## config.mk

```make
export PLATFORM = sky130hd
export DESIGN_NAME = halfmarch_bist
export DESIGN_NICKNAME = d
export VERILOG_FILES = /design/src/rtl/hmb_pkg.sv /design/src/rtl/hmb_walker.sv /design/src/rtl/hmb_compare.sv /design/src/rtl/halfmarch_bist.sv
export SDC_FILE = /design/constraint.sdc
export NUM_CORES = 1
export LEC_CHECK = 0
export BUFFER_PORTS_ARGS = -buffer_cell sky130_fd_sc_hd__buf_2
export CAP_MARGIN = 20
export CELL_PAD_IN_SITES_DETAIL_PLACEMENT = 0
export CELL_PAD_IN_SITES_GLOBAL_PLACEMENT = 1
export CORE_ASPECT_RATIO = 0.7
export CORE_MARGIN = 2
export CORE_UTILIZATION = 39
export DETAILED_ROUTE_END_ITERATION = 7
export MAX_ROUTING_LAYER = met4
export PLACE_DENSITY_LB_ADDON = 0.1
export SYNTH_ARGS = -nofsm -noshare
export SYNTH_HDL_FRONTEND = slang
export SYNTH_SLANG_ARGS = --single-unit
```

## constraint.sdc

```tcl
create_clock -name clk -period 4.9 [get_ports clk]
set_clock_uncertainty 0.15 [all_clocks]
set_input_delay 0.98 -clock clk [delete_from_list [all_inputs] [get_ports clk]]
set_output_delay 0.98 -clock clk [all_outputs]
set_load 0.03 [all_outputs]
```

## src/rtl/hmb_pkg.sv

```systemverilog
package hmb_pkg;

  // Per-step table bits, bit index = step number.
  localparam logic [7:0] STEP_UPPER   = 8'h4B;  // write half is the upper half
  localparam logic [7:0] STEP_WR_ONES = 8'h2D;  // write data is all ones
  localparam logic [7:0] STEP_RD_ONES = 8'h78;  // read expects all ones

  typedef enum logic [2:0] {
    ST_IDLE, ST_CLEAR, ST_WRITE, ST_READ, ST_BOUND, ST_DRAIN, ST_DONE
  } state_t;

  // Fixed logical-to-physical mapping for an 11-bit address space.
  function automatic logic [10:0] phys_map(input logic [10:0] la);
    logic [10:0] b;
    logic [10:0] p;
    b = la + 11'd192;
    p = {b[3], b[10], b[5], b[4], b[7], b[6], b[9], b[8], b[2:0]};
    return p ^ 11'h7F0;
  endfunction

endpackage

```

## src/rtl/hmb_walker.sv

```systemverilog
module hmb_walker #(
  parameter int ADDR_W = 11,
  parameter int PL_W   = 4
) (
  input  logic              clk,
  input  logic              rst,
  input  logic              load,
  input  logic              adv,
  input  logic              linear,
  input  logic              upper,
  input  logic [PL_W-1:0]   part_log,
  input  logic [ADDR_W:0]   count,
  output logic [ADDR_W-1:0] addr,
  output logic              at_end
);
  localparam int AW = ADDR_W + 2;

  logic [AW-1:0]   a_q, a_next, inc, start_a, p_val, span_mask, ofs;
  logic            lin_q, up_q, jump;
  logic [PL_W-1:0] pl_q;

  always_comb begin
    start_a   = (!linear && upper) ? (AW'(1) << part_log) : '0;
    p_val     = AW'(1) << pl_q;
    span_mask = (p_val << 1) - AW'(1);
    inc       = a_q + AW'(1);
    ofs       = inc & span_mask;
    jump      = !lin_q && ((up_q && ofs == '0) || (!up_q && ofs == p_val));
    a_next    = jump ? (inc + p_val) : inc;
  end

  always_ff @(posedge clk) begin
    if (rst) begin
      a_q   <= '0;
      lin_q <= 1'b1;
      up_q  <= 1'b0;
      pl_q  <= '0;
    end else if (load) begin
      a_q   <= start_a;
      lin_q <= linear;
      up_q  <= upper;
      pl_q  <= part_log;
    end else if (adv) begin
      a_q   <= a_next;
    end
  end

  assign at_end = a_q >= AW'(count);
  assign addr   = a_q[ADDR_W-1:0];

endmodule

```

## src/rtl/hmb_compare.sv

```systemverilog
module hmb_compare #(
  parameter int ADDR_W = 11,
  parameter int DATA_W = 32
) (
  input  logic              clk,
  input  logic              rst,
  input  logic              issue_rd,
  input  logic [ADDR_W-1:0] issue_addr,
  input  logic              issue_ones,
  input  logic [DATA_W-1:0] rdata,
  output logic              err_valid,
  output logic [ADDR_W-1:0] err_addr,
  output logic [DATA_W-1:0] err_bits
);
  logic              s1_v, s2_v, s1_o, s2_o;
  logic [ADDR_W-1:0] s1_a, s2_a;
  logic [DATA_W-1:0] diff;

  assign diff = rdata ^ {DATA_W{s2_o}};

  always_ff @(posedge clk) begin
    if (rst) begin
      s1_v      <= 1'b0;
      s2_v      <= 1'b0;
      s1_o      <= 1'b0;
      s2_o      <= 1'b0;
      s1_a      <= '0;
      s2_a      <= '0;
      err_valid <= 1'b0;
      err_addr  <= '0;
      err_bits  <= '0;
    end else begin
      // stage 1: access on the memory port, stage 2: read data returned
      s1_v      <= issue_rd;
      s1_a      <= issue_addr;
      s1_o      <= issue_ones;
      s2_v      <= s1_v;
      s2_a      <= s1_a;
      s2_o      <= s1_o;
      err_valid <= s2_v && (diff != '0);
      if (s2_v) begin
        err_addr <= s2_a;
        err_bits <= diff;
      end
    end
  end

endmodule

```

## src/rtl/halfmarch_bist.sv

```systemverilog
module halfmarch_bist #(
  parameter int ADDR_W   = 11,
  parameter int DATA_W   = 32,
  parameter int MIN_PART = 8
) (
  input  logic              clk,
  input  logic              rst,
  input  logic              start,
  input  logic              stop,
  input  logic              map_en,
  input  logic [ADDR_W:0]   word_count,
  output logic              mem_en,
  output logic              mem_we,
  output logic [ADDR_W-1:0] mem_addr,
  output logic [DATA_W-1:0] mem_wdata,
  input  logic [DATA_W-1:0] mem_rdata,
  output logic              busy,
  output logic              done,
  output logic              fail,
  output logic              err_valid,
  output logic [ADDR_W-1:0] err_addr,
  output logic [DATA_W-1:0] err_bits
);
  import hmb_pkg::*;

  localparam int PL_W   = $clog2(ADDR_W);
  localparam int TOP_PL = ADDR_W - 1;
  localparam int MIN_PL = $clog2(MIN_PART);

  state_t            state_q, state_n;
  logic [2:0]        step_q, step_n;
  logic [PL_W-1:0]   part_q, w_part;
  logic [ADDR_W:0]   count_q;
  logic              map_q, stop_req;
  logic [1:0]        drain_q;
  logic              w_load, w_adv, w_linear, w_upper, w_end;
  logic [ADDR_W-1:0] w_addr, phys_a;
  logic              iss, iss_we, iss_ones;
  logic              last_step, last_pass;

  hmb_walker #(.ADDR_W(ADDR_W), .PL_W(PL_W)) u_walk (
    .clk(clk), .rst(rst), .load(w_load), .adv(w_adv), .linear(w_linear),
    .upper(w_upper), .part_log(w_part), .count(count_q),
    .addr(w_addr), .at_end(w_end)
  );

  logic              cmp_err;
  hmb_compare #(.ADDR_W(ADDR_W), .DATA_W(DATA_W)) u_cmp (
    .clk(clk), .rst(rst), .issue_rd(iss && !iss_we), .issue_addr(w_addr),
    .issue_ones(iss_ones), .rdata(mem_rdata),
    .err_valid(cmp_err), .err_addr(err_addr), .err_bits(err_bits)
  );
  assign err_valid = cmp_err;

  generate
    if (ADDR_W == 11) begin : g_map
      assign phys_a = map_q ? phys_map(w_addr) : w_addr;
    end else begin : g_nomap
      assign phys_a = w_addr;
    end
  endgenerate

  assign last_step = (step_q == 3'd7);
  assign last_pass = (part_q == PL_W'(MIN_PL));

  always_comb begin
    state_n  = state_q;
    step_n   = step_q + 3'd1;
    w_load   = 1'b0;
    w_adv    = 1'b0;
    w_linear = 1'b0;
    w_upper  = 1'b0;
    w_part   = part_q;
    iss      = 1'b0;
    iss_we   = 1'b0;
    iss_ones = 1'b0;
    case (state_q)
      ST_IDLE, ST_DONE: begin
        if (start) begin
          w_load   = 1'b1;
          w_linear = 1'b1;
          state_n  = ST_CLEAR;
        end
      end
      ST_CLEAR: begin
        if (w_end) begin
          if (stop_req) state_n = ST_DRAIN;
          else begin
            w_load  = 1'b1;
            w_upper = STEP_UPPER[step_q];
            state_n = ST_WRITE;
          end
        end else begin
          iss    = 1'b1;
          iss_we = 1'b1;
          w_adv  = 1'b1;
        end
      end
      ST_WRITE: begin
        if (w_end) begin
          w_load  = 1'b1;
          w_upper = !STEP_UPPER[step_q];
          state_n = ST_READ;
        end else begin
          iss      = 1'b1;
          iss_we   = 1'b1;
          iss_ones = STEP_WR_ONES[step_q];
          w_adv    = 1'b1;
        end
      end
      ST_READ: begin
        if (w_end) state_n = ST_BOUND;
        else begin
          iss      = 1'b1;
          iss_ones = STEP_RD_ONES[step_q];
          w_adv    = 1'b1;
        end
      end
      ST_BOUND: begin
        if ((last_step && last_pass) || stop_req) state_n = ST_DRAIN;
        else begin
          w_load  = 1'b1;
          w_part  = last_step ? (part_q - PL_W'(1)) : part_q;
          w_upper = STEP_UPPER[step_n];
          state_n = ST_WRITE;
        end
      end
      ST_DRAIN: begin
        if (drain_q == 2'd3) state_n = ST_DONE;
      end
      default: state_n = ST_IDLE;
    endcase
  end

  always_ff @(posedge clk) begin
    if (rst) begin
      state_q   <= ST_IDLE;
      step_q    <= '0;
      part_q    <= PL_W'(TOP_PL);
      count_q   <= '0;
      map_q     <= 1'b0;
      stop_req  <= 1'b0;
      drain_q   <= '0;
      busy      <= 1'b0;
      done      <= 1'b0;
      fail      <= 1'b0;
      mem_en    <= 1'b0;
      mem_we    <= 1'b0;
      mem_addr  <= '0;
      mem_wdata <= '0;
    end else begin
      state_q <= state_n;
      busy    <= (state_n != ST_IDLE) && (state_n != ST_DONE);
      done    <= (state_n == ST_DONE);
      if ((state_q == ST_IDLE || state_q == ST_DONE) && start) begin
        step_q   <= '0;
        part_q   <= PL_W'(TOP_PL);
        count_q  <= word_count;
        map_q    <= map_en;
        stop_req <= 1'b0;
        fail     <= 1'b0;
      end else begin
        if (busy && stop) stop_req <= 1'b1;
        if (cmp_err) fail <= 1'b1;
      end
      if (state_q == ST_BOUND && state_n == ST_WRITE) begin
        step_q <= step_n;
        part_q <= w_part;
      end
      drain_q   <= (state_q == ST_DRAIN) ? drain_q + 2'd1 : 2'd0;
      mem_en    <= iss;
      mem_we    <= iss && iss_we;
      mem_addr  <= phys_a;
      mem_wdata <= {DATA_W{iss_ones}};
    end
  end

endmodule

```

==> run_results.csv, run 1 <==
group,metric,value,unit
status,outcome,"finished, final reports clean",
pwr,share_seq_of_total_power,0.268,
timing,final-max-slew-violation-count,0,
setup_path,critPathKind,"reg -> reg",
pwr,p_switching,2.42,mW
grt,grt_pass1_vias,6692,
grt,grt_first_pass_wirelength,38800,microns
pwr,worst_ir_drop_vdd,0.000295,V
timing,final.setup.worst_slack,0.796,ns
synthesis,syn-num-nets,1094,
setup_path,timing.critical_path.to_type,"flip-flop",
setup_path,worstSetupStartpointType,"flip-flop",
clock_network,clock-sinks,131,
clock_network,cts_resized,0,
drt,residual_drc_count,0,
setup_path,crit_chain,"ha_1, nand3_1, xnor2_1, ha_1, a2111oi_0, o311ai_0, o31ai_1, xor2_1, a211oi_1, a211o_1",
drt,antenna_violating_nets_post_route,0,
die,area_enclosed_by_the_die_boundary,22500,sq um
grt,gr-usage-met3,0.0619,
die,row_count,44,
finish,num_antenna_cells,0,
grt,antenna_found_initial,0,
finish,final.fill_count,2133,
grt,overflow,0,
grt,met2_usage,0.309,
setup_path,critPathBufInv,0,
finish,areaGrowthSynthToFinish,14.1,%
clock_network,tritoncts,"done",
synthesis,synth_area_leader_cell,"dfxtp_1",
drt,avgRoutedWirePerCell,18.1,microns
finish,num-nets-final,1160,
setup_path,crit_path_max_fanout,11,
synthesis,yosysSeqAreaShare,0.315,
run,cap_violations,0,
die,core-area,20800,sq um
setup_path,path_delay_family,"compound AO/OA/AOI/OAI gates",
grt,groute.layer.met1.usage,0.334,
grt,grtUsageTotal,0.230,
setup_path,cp-startpoint,"u_walk.a_q[0]$_SDFFE_PP0P_",
synthesis,syn_area_per_cell,8.23,sq um
pwr,power.internal,3.04,mW
die,fp.dieW,179,microns
setup_path,ff_to_ff_path_depth,10,
synthesis,ys_top_cells_by_area,"dfxtp_1 32%, nor2_1 6.0%, xnor2_1 5.6%, ha_1 5.0%, mux2i_1 4.8%",
synthesis,post_synthesis_cells,1011,
synthesis,synth_enable_flop_cells,0,
setup_path,worstPathArrival,4.26,ns
drt,post_drt_via_cell_ratio,5.46,
place,post_dp_hpwl,18100,microns
setup_path,ff2ff_setup_slack,0.80,ns
die,boundaryPins,141,
synthesis,ys_types,83,
synthesis,ys_async_sr_fraction,0,
finish,final_layout_size_suffix_gt1_frac,0.193,
timing,finalSetupTns,0,ns
setup_path,slowest_delay,0.61,ns
synthesis,synth_seq_cells,131,
setup_path,setup.worst_path.end,"u_walk.a_q[11]$_SDFFE_PP0P_",
clock_network,path_clk_slew,0.06,ns
clock_network,clock_tree.htree_level_count,4,
timing,maxClockFrequency,244,MHz
min_path,timing.hold.worst.class,"reg -> reg",
timing,finalSetupViolations,0,
grt,busiest_layer,"met1",
clock_network,maximum_number_of_buffers_from_clock_root_to_sink,2,
clock_network,tritoncts.num_buffers,17,
clock_network,clk-insertion-delay-late,0.43,ns
timing,finalCriticalPeriod,4.10,ns
setup_path,crit_required,5.06,ns
timing,unrepaired_setup_endpoints_after_global_routing,"no",
clock_network,clock-root-buffer,"clkbuf_16",
timing,worst-slew-pin-transition,0.955,ns
setup_path,ff_to_ff_start,"u_walk.a_q[0]$_SDFFE_PP0P_",
synthesis,share_of_the_synthesized_area_in_the_top_cell_type,0.315,
synthesis,syn_area,8320,sq um
die,die_h,126,microns
pwr,power_switching_share,0.443,
pwr,part_of_the_total_power_dissipated_in_combinational_logic,0.493,
setup_path,cp_common_cell,"ha_1",
pwr,p_per_area,576,nW/um^2
synthesis,synthTopCellsByCount,"133 x nor2_1, 131 x dfxtp_1, 53 x xnor2_1",
setup_path,cp_num_cells,10,
timing,slew-limit-headroom,0.359,
finish,finish.utilization,0.456,
setup_path,slowest_stage_cell_cp,"xnor2_1",
clock_network,holdBufCountCts,0,
pwr,p_clk_frac,0.239,
grt,pin_count_of_the_biggest_net_entering_global_routing,77,
clock_network,cts_setup_buffers,0,
synthesis,yosysMostFrequentCell,"nor2_1",
timing,finalHoldViolations,0,
timing,final.period_utilization,0.838,
drt,via_count,7460,
die,start_util,0.400,
setup_path,worstReg2RegEnd,"u_walk.a_q[11]$_SDFFE_PP0P_",
place,gp_congestion,0.909,
synthesis,yosys_most_used_dff,"dfxtp_1",
place,i_o_buffers,140,
synthesis,synthesis.yosys.warnings,0,
drt,drt-pass1-iter-count,5,
drt,detail_route.wirelength,24700,microns
drt,drt_iter0_drc,581,
pwr,cellLeakagePower,3.86,nW
place,dp_worst_setup_slack,0.877,ns
==> cells by family after synthesis <==
logic type,after synthesis,share of synthesized area
AOI/OAI and AO/OA,216,0.187
adders and majority gates,34,0.0520
xor gates and xnor gates,68,0.0732
muxes,41,0.0499
and+or+nand+nor,368,0.228
buffers and inverters,153,0.0944
DFF,131,0.315
==> cell type report <==
| type | instances | area (sq um) | area share |
|---|---|---|---|
| Sequential cell | 131 | 2630 | 0.277 |
| Inverter | 42 | 158 | 0.0166 |
| Clock inverter | 14 | 178 | 0.0187 |
| Tap cell | 276 | 345 | 0.0364 |
| Clock buffer | 18 | 429 | 0.0452 |
| Multi-Input combinational cell | 727 | 4920 | 0.518 |
| Timing Repair Buffer | 158 | 838 | 0.0883 |
==> how the worst min path moves through the flow <==
stage                                   from  slack, ns                       end  cells after the start
floorplan              drain_q[0]$_SDFF_PP0_       0.26     drain_q[0]$_SDFF_PP0_                      1
global placement    u_cmp.s1_a[4]$_SDFF_PP0_       0.27  u_cmp.s2_a[4]$_SDFF_PP0_                      1
detailed placement     drain_q[0]$_SDFF_PP0_       0.27     drain_q[0]$_SDFF_PP0_                      1
CTS                    drain_q[0]$_SDFF_PP0_       0.28     drain_q[0]$_SDFF_PP0_                      1
global route           drain_q[0]$_SDFF_PP0_       0.29     drain_q[0]$_SDFF_PP0_                      1
finish                 drain_q[0]$_SDFF_PP0_       0.28     drain_q[0]$_SDFF_PP0_                      1
==> placed cells by master, fill, tap and decap left out, drive strengths merged, types with 5 or more instances in the layout <==
cell type  count
nand2b         9
and4           5
and3          18
a21oi         28
dfxtp        131
xor2          14
buf          158
or3            9
a211o          6
o31a           5
a22oi          5
nor4           7
o2111ai        8
or2            5
a31oi         12
mux2i         40
nor2         133
clkinv         8
nand2         45
nor3b          7
nand3         34
a221oi         6
clkbuf        18
a211oi        45
ha            33
a21o           8
o211ai         8
xnor2         53
or4           11
nor3          36
o21ai         37
nor2b         20
nand4         10
inv           44
==> stage by stage <==
stage / total power, mW / hold WS (ns) / instances / cell area (sq um)
floorplan: 3.47 / 0.258 / 1011 / 8320
global placement: 4.17 / 0.266 / 1334 / 8880
detailed placement: 4.15 / 0.270 / 1334 / 8880
CTS: 5.48 / 0.281 / 1366 / 9490
global route: 5.87 / 0.288 / 1366 / 9490
finish: 5.47 / 0.277 / 1366 / 9490
==> registers in the layout, indices dropped and copies added (netlist names), 2 cells and up, named ones only <==
signal          cells
u_cmp.err_bits     32
u_cmp.s2_a         11
drain_q             2
count_q            12
u_cmp.err_addr     11
step_q              3
state_q             3
u_cmp.s1_a          8
u_walk.a_q         13
part_q              4
mem_addr           11
u_walk.pl_q         4
==> metal layers <==
layer / routed length, microns / vias up / share of wire
li1: - / 3744 / -
met1: 12300 / 3454 / 0.50
met2: 10100 / 232 / 0.41
met3: 1880 / 30 / 0.076
met4: 348 / 0 / 0.014
met5: 0 / - / 0
==> power groups by stage <==
stage	Clock [mW]	Combinational (mW)	Sequential (mW)
4_1_cts	1.34	2.68	1.46
5_1_grt	1.39	2.98	1.50
2_1_floorplan	0	2.09	1.38
3_5_place_dp	0	2.66	1.48
6_report	1.30	2.70	1.46
3_3_place_gp	0	2.69	1.48
Note: power is estimated with default switching activity, not from simulation.
==> inputs of run 2 (changes only) <==
- CORE_UTILIZATION: 39 -> 38
- clock period: 4.9 -> 3.28 ns (I/O delays scaled with it)
==> run 2 against run 1 <==
  * Worst hold slack gained 0.0019 ns
  * Total power grew 67%
  * Final area grew 10%
  * Critical path type unchanged
  * Via count grew 5.1%
  * Critical path depth grew 1
  * Clock-buffer cell count is the same
  * Global-route usage grew 0.57 points
==> run_results.csv, run 2 (synthesized netlist as in run 1, its figures left out) <==
group,metric,value,unit
die,start_util,0.386,
die,row_count,45,
die,boundaryPins,141,
drt,drt-pass1-iter-count,5,
clock_network,tritoncts.num_buffers,17,
clock_network,clock_tree.htree_level_count,4,
grt,grtUsageTotal,0.236,
drt,post_drt_via_cell_ratio,5.32,
drt,via_count,7837,
finish,layout.cells.most_common,"buf_2",
finish,num-nets-final,1261,
timing,finalCriticalPeriod,3.21,ns
pwr,worst_ir_drop_vdd,0.000407,V
clock_network,clk-insertion-delay-late,0.43,ns
place,place.detailed.instances,1440,
timing,finalSetupTns,0,ns
timing,maxClockFrequency,312,MHz
clock_network,path_clk_slew,0.06,ns
finish,final.fill_count,2173,
run,cap_violations,0,
drt,antenna_violating_nets_post_route,0,
clock_network,tritoncts,"done",
finish,final_layout_size_suffix_gt1_frac,0.288,
finish,areaGrowthSynthToFinish,25.7,%
place,i_o_buffers,140,
grt,grt_pass1_vias,7172,
grt,pin_count_of_the_biggest_net_entering_global_routing,86,
finish,layout.cell_area.non_filler,10500,sq um
timing,worst-slew-pin-transition,0.736,ns
finish,multi_input_comb_area,5130,sq um
pwr,cellLeakagePower,4.43,nW
setup_path,worstPathArrival,3.36,ns
die,area_enclosed_by_the_die_boundary,23100,sq um
grt,grt_first_pass_wirelength,41100,microns
pwr,p_per_area,874,nW/um^2
setup_path,crit_path_max_fanout,10,
die,fp.dieW,181,microns
finish,commonest_non_fill_non_tap_cells_in_the_layout,"139 x buf_2, 132 x nor2_1, 125 x dfxtp_1",
finish,largest_register_ff_count,32,
timing,finalSetupViolations,0,
clock_network,clock-root-buffer,"clkbuf_16",
place,gp_congestion,0.933,
die,core-area,21600,sq um
grt,antenna_found_initial,0,
place,post_dp_cell_area,9670,sq um
status,outcome,"finished, final reports clean",
drt,avgRoutedWirePerCell,18.0,microns
timing,unrepaired_setup_endpoints_after_global_routing,"yes",
setup_path,crit_required,3.44,ns
min_path,timing.hold.worst.class,"reg -> reg",
die,die_h,128,microns
clock_network,maximum_number_of_buffers_from_clock_root_to_sink,2,
drt,residual_drc_count,0,
clock_network,clock-sinks,131,
timing,final.period_utilization,0.977,
finish,post_layout_nonfiller_instances,1473,
finish,register_area,2630,sq um
setup_path,timing.critical_path.to_type,"flip-flop",
finish,reg_top3,"u_cmp.err_bits x32, u_walk.a_q x13, count_q x12",
setup_path,worstSetupStartpointType,"flip-flop",
drt,detail_route.wirelength,26500,microns
place,post_dp_hpwl,20200,microns
finish,finish.utilization,0.485,
timing,slew-limit-headroom,0.509,
setup_path,critPathKind,"reg -> reg",
pwr,total_power,9.14,mW
grt,overflow,0,
finish,num_antenna_cells,0,
drt,drt_iter0_drc,570,
finish,max_flop_register,"u_cmp.err_bits",
timing,final-max-slew-violation-count,0,
timing,finalHoldViolations,0,
## run 2: changes by cell type in the layout (fill, tap and decap cells not counted), moves of 3 or more
cell,previous run,this run
buf_4,19,117
clkinv_4,5,1
clkinvlp_4,1,4
dfxtp_1,129,125
dfxtp_2,2,6
ha_1,33,30
ha_4,0,3
xnor2_1,53,46
xnor2_2,0,6
## run 2: worst max-delay path: stages (launching register included)
cell and delay [ns]:
dfxtp_1 0.49, buf_4 0.20, nand4_4 0.18, nor3_2 0.29, xor2_1 0.23, nor2_1 0.10
a2111oi_2 0.46, buf_4 0.20, o2111ai_1 0.28, buf_4 0.26, a31oi_1 0.15, nand3_1 0.08
## run 2: through the flow
stage               hold WS, ns  worst slack (ns)
floorplan                 0.258            0.0406
global placement          0.268           -0.0609
detailed placement        0.275            0.0102
CTS                       0.284            0.0109
global route              0.298           -0.0191
finish                    0.279            0.0741
## run 2: path summary, 6_finish.rpt
path | start | to | slack (ns) | depth (start not counted)
hold reg to reg | drain_q[0]$_SDFF_PP0_ | drain_q[0]$_SDFF_PP0_ | 0.28 | 1
setup reg to reg | u_walk.a_q[4]$_SDFFE_PP0P_ | u_walk.a_q[12]$_SDFFE_PP0P_ | 0.07 | 11
hold / removal | drain_q[0]$_SDFF_PP0_ | drain_q[0]$_SDFF_PP0_ | 0.28 | 1
setup / recovery | u_walk.a_q[4]$_SDFFE_PP0P_ | u_walk.a_q[12]$_SDFFE_PP0P_ | 0.07 | 11
## run 2: metal layers
metal | vias up | part of all wire | GRT usage | routed length [microns]
li1 | 3937 | - | - | -
met1 | 3647 | 0.52 | 0.344 | 13700
met2 | 228 | 0.41 | 0.322 | 10800
met3 | 25 | 0.066 | 0.0597 | 1750
met4 | 0 | 0.010 | 0.0546 | 272
met5 | - | 0 | - | 0
## run 2: final cells by class
cell class / count / area share
clock buffer: 18 / 0.0411
clock inverter: 14 / 0.0122
inverter: 42 / 0.0153
multi-input combinational: 727 / 0.491
sequential: 131 / 0.252
tap: 282 / 0.0338
timing repair buffer: 259 / 0.155
## run 2: where the power goes
group | internal (mW) | switching (mW)
logic | 2.28 | 3.00
registers | 1.83 | 0.205
clock network | 1.05 | 0.775
total | 5.15 | 3.98
## run 2: repair_timing
action / CTS / global route
hold buffers: 0 / 0
pin swaps: 0 / 11
gates resized for setup: 2 / 40
setup buffers: 0 / 1
endpoints found under the setup margin: 3 / 13
